==> src/rtl/usb_out_hs_pkg.sv <==
package usb_out_hs_pkg;

  typedef enum logic [1:0] {
    HS_ACK  = 2'b00,
    HS_NYET = 2'b01,
    HS_NAK  = 2'b10
  } hsCode_e;

  // control -> datapath
  typedef struct packed {
    logic    loadHs;
    hsCode_e code;
    logic    loadWr;
    logic    loadEot;
  } ctlStrobe_t;

  // datapath -> control
  typedef struct packed {
    logic geOne;      // free >= maxPkt
    logic ltTwoAfter; // free - len < 2*maxPkt
    logic hasData;    // fifo held bytes before the packet
  } dpFlag_t;

endpackage

==> src/rtl/usb_out_hs_dp.sv <==
module usb_out_hs_dp
  import usb_out_hs_pkg::*;
#(
  parameter int MPS_W = 11,
  parameter int CNT_W = MPS_W + 2
) (
  input  logic             clk,
  input  logic             rstN,
  input  logic [MPS_W-1:0] maxPkt,
  input  logic [MPS_W-1:0] pktLen,
  input  logic [CNT_W-1:0] fifoFree,
  input  logic [CNT_W-1:0] fifoUsed,
  input  ctlStrobe_t       strobe,
  output dpFlag_t          flags,
  output logic             hsValid,
  output logic [1:0]       hsCode,
  output logic             wrCommit,
  output logic             eotPulse,
  output logic             roomOk
);

  logic [CNT_W-1:0] oneMps;
  logic [CNT_W-1:0] twoMps;
  logic [CNT_W-1:0] freeAfter;

  always_comb begin
    oneMps           = CNT_W'(maxPkt);
    twoMps           = CNT_W'({maxPkt, 1'b0});
    freeAfter        = fifoFree - CNT_W'(pktLen);
    flags.geOne      = fifoFree >= oneMps;
    flags.ltTwoAfter = freeAfter < twoMps;
    flags.hasData    = fifoUsed != '0;
  end

  always_ff @(posedge clk) begin
    if (!rstN) begin
      hsValid  <= 1'b0;
      hsCode   <= 2'b00;
      wrCommit <= 1'b0;
      eotPulse <= 1'b0;
      roomOk   <= 1'b0;
    end else begin
      hsValid  <= strobe.loadHs;
      hsCode   <= strobe.loadHs ? strobe.code : 2'b00;
      wrCommit <= strobe.loadWr;
      eotPulse <= strobe.loadEot;
      roomOk   <= flags.geOne;
    end
  end

endmodule

==> src/rtl/usb_out_hs_ctl.sv <==
module usb_out_hs_ctl
  import usb_out_hs_pkg::*;
(
  input  logic       tokValid,
  input  logic       tokPing,
  input  logic       pktOk,
  input  logic       pidSeqErr,
  input  logic       isoEp,
  input  dpFlag_t    flags,
  output ctlStrobe_t strobe
);

  always_comb begin
    strobe = '{loadHs: 1'b0, code: HS_ACK, loadWr: 1'b0, loadEot: 1'b0};
    if (tokValid) begin
      if (tokPing) begin
        // flow-control probe: one packet of room is enough
        strobe.loadHs = !isoEp;
        strobe.code   = flags.geOne ? HS_ACK : HS_NAK;
      end else if (pktOk) begin
        if (!flags.geOne) begin
          // no room: drop, refuse
          strobe.loadHs = !isoEp;
          strobe.code   = HS_NAK;
        end else if (pidSeqErr) begin
          // toggle mismatch: acknowledge, discard
          strobe.loadHs = !isoEp;
          strobe.code   = HS_ACK;
        end else begin
          strobe.loadWr  = 1'b1;
          strobe.loadEot = 1'b1;
          strobe.loadHs  = !isoEp;
          strobe.code    = (flags.hasData && flags.ltTwoAfter) ? HS_NYET : HS_ACK;
        end
      end
    end
  end

endmodule

==> src/rtl/usb_out_hs.sv <==
module usb_out_hs
  import usb_out_hs_pkg::*;
#(
  parameter int MPS_W = 11,
  localparam int CNT_W = MPS_W + 2
) (
  input  logic             clk,
  input  logic             rstN,
  input  logic             tokValid,
  input  logic             tokPing,
  input  logic             pktOk,
  input  logic             pidSeqErr,
  input  logic             isoEp,
  input  logic [MPS_W-1:0] maxPkt,
  input  logic [MPS_W-1:0] pktLen,
  input  logic [CNT_W-1:0] fifoFree,
  input  logic [CNT_W-1:0] fifoUsed,
  output logic             hsValid,
  output logic [1:0]       hsCode,
  output logic             wrCommit,
  output logic             eotPulse,
  output logic             roomOk
);

  ctlStrobe_t strobe;
  dpFlag_t    flags;

  usb_out_hs_ctl u_ctl (
    .tokValid (tokValid),
    .tokPing  (tokPing),
    .pktOk    (pktOk),
    .pidSeqErr(pidSeqErr),
    .isoEp    (isoEp),
    .flags    (flags),
    .strobe   (strobe)
  );

  usb_out_hs_dp #(.MPS_W(MPS_W), .CNT_W(CNT_W)) u_dp (
    .clk     (clk),
    .rstN    (rstN),
    .maxPkt  (maxPkt),
    .pktLen  (pktLen),
    .fifoFree(fifoFree),
    .fifoUsed(fifoUsed),
    .strobe  (strobe),
    .flags   (flags),
    .hsValid (hsValid),
    .hsCode  (hsCode),
    .wrCommit(wrCommit),
    .eotPulse(eotPulse),
    .roomOk  (roomOk)
  );

endmodule

==> config.mk <==
export PLATFORM = sky130hd
export DESIGN_NAME = usb_out_hs
export DESIGN_NICKNAME = d
export VERILOG_FILES = /design/src/rtl/usb_out_hs_pkg.sv /design/src/rtl/usb_out_hs_dp.sv /design/src/rtl/usb_out_hs_ctl.sv /design/src/rtl/usb_out_hs.sv
export SDC_FILE = /design/constraint.sdc
export NUM_CORES = 1
export LEC_CHECK = 0
export ABC_AREA = 1
export BUFFER_PORTS_ARGS = -buffer_cell sky130_fd_sc_hd__buf_4
export CAP_MARGIN = 20
export CORE_ASPECT_RATIO = 0.6
export CORE_UTILIZATION = 43
export DETAILED_ROUTE_END_ITERATION = 12
export PLACE_DENSITY = 0.81
export SYNTH_ARGS = -nofsm -noshare
export SYNTH_HDL_FRONTEND = slang
export SYNTH_SLANG_ARGS = --single-unit
==> constraint.sdc <==
create_clock -name clk -period 2.4 [get_ports clk]
set_clock_uncertainty 0.2 [all_clocks]
set_input_delay 0.12 -clock clk [delete_from_list [all_inputs] [get_ports clk]]
set_output_delay 0.12 -clock clk [all_outputs]
set_load 0.02 [all_outputs]
==> results.json <==
{
  "run_status": "complete, no violations",
  "initial_core_util_pct": 46.1,
  "p_per_area_nw_per_um2": 338,
  "crit_chain": "buf_4, inv_1, nand2_1, inv_1, fa_2, o21ai_2, buf_4, xor2_1, ha_1, a21oi_1, nand2_1, nand2_1, nand2_1, nand2_1, nand2_1, nand2_1, nand2_1, nor2_1",
  "first_pass_iters": 4,
  "min_path_type": "input pin to flop",
  "cts_buffer_depth": 2,
  "fin_nets": 374,
  "post-route-period-util_pct": 94.5,
  "drv_slew": 0,
  "final_common_cell": "buf_4",
  "slowest_stage": "fa_2",
  "fin_area_sq_um": 1970,
  "max_slew.worst_pin.slew_ns": 0.313,
  "path_max_fanout": 2,
  "synth-adder-area-share_pct": 30.2,
  "slowest_delay_ns": 0.36,
  "area_growth_pct": 45.7,
  "yosysWarningCount": 0,
  "maxCapViolCount": 0,
  "drtIter0Drc": 113,
  "clkTransAtPathRegs_ns": 0.04,
  "fmaxAchievable_mhz": 441,
  "synthFlopType": "dfxtp_1",
  "design.core.area_sq_um": 2930,
  "n_fill_cell": 262,
  "regArea_sq_um": 100,
  "crit_arrival_ns": 2.23,
  "viasPerCell": 4.91,
  "antenna_found_initial": 0,
  "grt_max_degree": 5,
  "num_rows": 15,
  "setup_violations": 0,
  "muxShareOfSynthArea_pct": 0,
  "antenna_cells": 0,
  "io_pins": 61,
  "synth.avg_cell_area_sq_um": 6.27,
  "multi_input_area_sq_um": 1080,
  "synthArstFlopShare_pct": 0,
  "synth_area_leaders": "ha_1 (29%), nand2_1 (14%), inv_1 (13%), dfxtp_1 (7.4%), a21oi_1 (6.3%)",
  "die_h_microns": 45.4,
  "slew_headroom_pct": 78.9,
  "synth_area_sq_um": 1350,
  "syn_inst": 215,
  "die_w_microns": 74.3,
  "dp_hpwl_microns": 3490,
  "antenna_left": 0,
  "post_cts_buffers": 0,
  "ys_ff_latch": 5,
  "cp-start-kind": "input pin",
  "place_congestion": 0.865,
  "rsz0062_at_grt": "no",
  "post-place-cells": 320,
  "synth_compound_area_share_pct": 12.3,
  "synth_edf_count": 0,
  "post_dp_cell_area_sq_um": 1870,
  "dp_slack_ns": -0.0502,
  "drive_gt1_share_pct": 27.6,
  "hp-start": "fifoFree[12]",
  "final_cell_mix": "buf_4 (64), nand2_1 (51), inv_1 (45)",
  "yosys.area.top_type": "ha_1",
  "cts_htree_levels": 1,
  "hold_ws_ns": 0.0718,
  "drc": 0,
  "end_kind": "flop",
  "wl_per_cell_microns": 13.2,
  "grt_pass1_vias": 1398,
  "cp-startpoint": "fifoFree[0]",
  "port_buffers": 60,
  "setup_ws_ns": 0.132,
  "power_leakage_uw": 0.00116,
  "synth_top_family_by_area": "simple AND/OR/NAND/NOR gates",
  "die-area_sq_um": 3370,
  "drt-total-wl_microns": 4330,
  "synthDominantCellAreaShare_pct": 28.8,
  "grt_usage_pct": 26.2,
  "cts_inserted_buffers": 3,
  "ys_types": 26,
  "crit_required_ns": 2.36,
  "ctsRootBufferMaster": "clkbuf_8",
  "crit_type": "input pin to flop",
  "grt_overflow_total": 0,
  "ys_seq_area_share_pct": 7.42,
  "finalHoldViolations": 0,
  "routed-via-count": 1610,
  "ir_worst_vdd_mv": 0.220,
  "synth-simple-area-share_pct": 30.4,
  "crit_top_cell": "nand2_1",
  "period_minus_slack_ns": 2.27,
  "grt_pass1_wl_microns": 6440,
  "cts_tree": "done",
  "syn_nets": 302,
  "stdcell_count": 328,
  "fin_util_pct": 67.1,
  "synthXorXnorAreaFrac_pct": 6.49,
  "cts_num_sinks": 5
}
synthesized netlist by cell type (2+ instances only):
| cell | n |
|---|---|
| inv_1 | 45 |
| o21ai_2 | 3 |
| nor3_1 | 3 |
| dfxtp_1 | 5 |
| a21oi_1 | 17 |
| o21ai_0 | 3 |
| nand3_1 | 9 |
| xnor2_1 | 5 |
| ha_1 | 31 |
| nand2_1 | 51 |
| nor2_1 | 19 |
| nand4_1 | 5 |
| xor2_1 | 5 |
| nand3_2 | 2 |
per-stage QoR:
| step | setup TNS (ns) | power [uW] |
|---|---|---|
| floorplan | 0 | 338 |
| global placement | -0.000343 | 476 |
| detailed placement | -0.0502 | 485 |
| CTS | 0 | 653 |
| global route | 0 | 715 |
| finish | 0 | 664 |
layout make-up:
| cell class | count | area share [%] |
|---|---|---|
| Tap cell | 42 | 2.67 |
| Multi-Input combinational cell | 164 | 54.9 |
| Inverter | 45 | 8.59 |
| Clock buffer | 4 | 2.29 |
| Timing Repair Buffer | 68 | 26.5 |
| Sequential cell | 5 | 5.09 |
worst max-delay path, delay by kind of cell:
| family | cells | cell delay (ns) |
|---|---|---|
| fa+ha+maj | 2 | 0.63 |
| simple gates | 9 | 0.63 |
| buf+inv | 4 | 0.36 |
| xor+xnor | 1 | 0.16 |
| compound gates | 2 | 0.33 |
per-layer routing:
metal	track usage, %	wire length [microns]
met3	5.31	417
met2	40.4	1830
met5	0	0
met4	6.04	64
met1	37.7	2020
flip-flops by register name, indices dropped and copies added, names as in the netlist:
signal and cells:
u_dp.hsCode 2, u_dp.eotPulse 1, u_dp.hsValid 1, u_dp.roomOk 1
report_power, final:
part / switching [uW] / internal, uW / total, uW
clock network: 43.8 / 114 / 158
registers: 0.733 / 86.0 / 86.8
logic: 221 / 199 / 420
timing repair:
action                                 in CTS  in global routing
setup endpoints to repair                   0                  1
hold buffers                                4                  0
endpoints found under the hold margin       3                  0
gates resized for setup                     0                  2
worst paths after layout:
kind	endpoint	depth (start not counted)
hold / removal	u_dp.hsCode[0]	6
setup / recovery	u_dp.hsCode[0]	18
kinds of logic (layout without fill, tap and decap cells):
group                    after synthesis  after routing
AO/OA/AOI/OAI                         28             28
buffers and inverters                 46            117
XOR/XNOR                              10             10
flip-flops                             5              5
adder cells (fa/ha/maj)               32             32
AND/OR/NAND/NOR                       94             94
No activity file was read; power rests on OpenSTA's default activity.
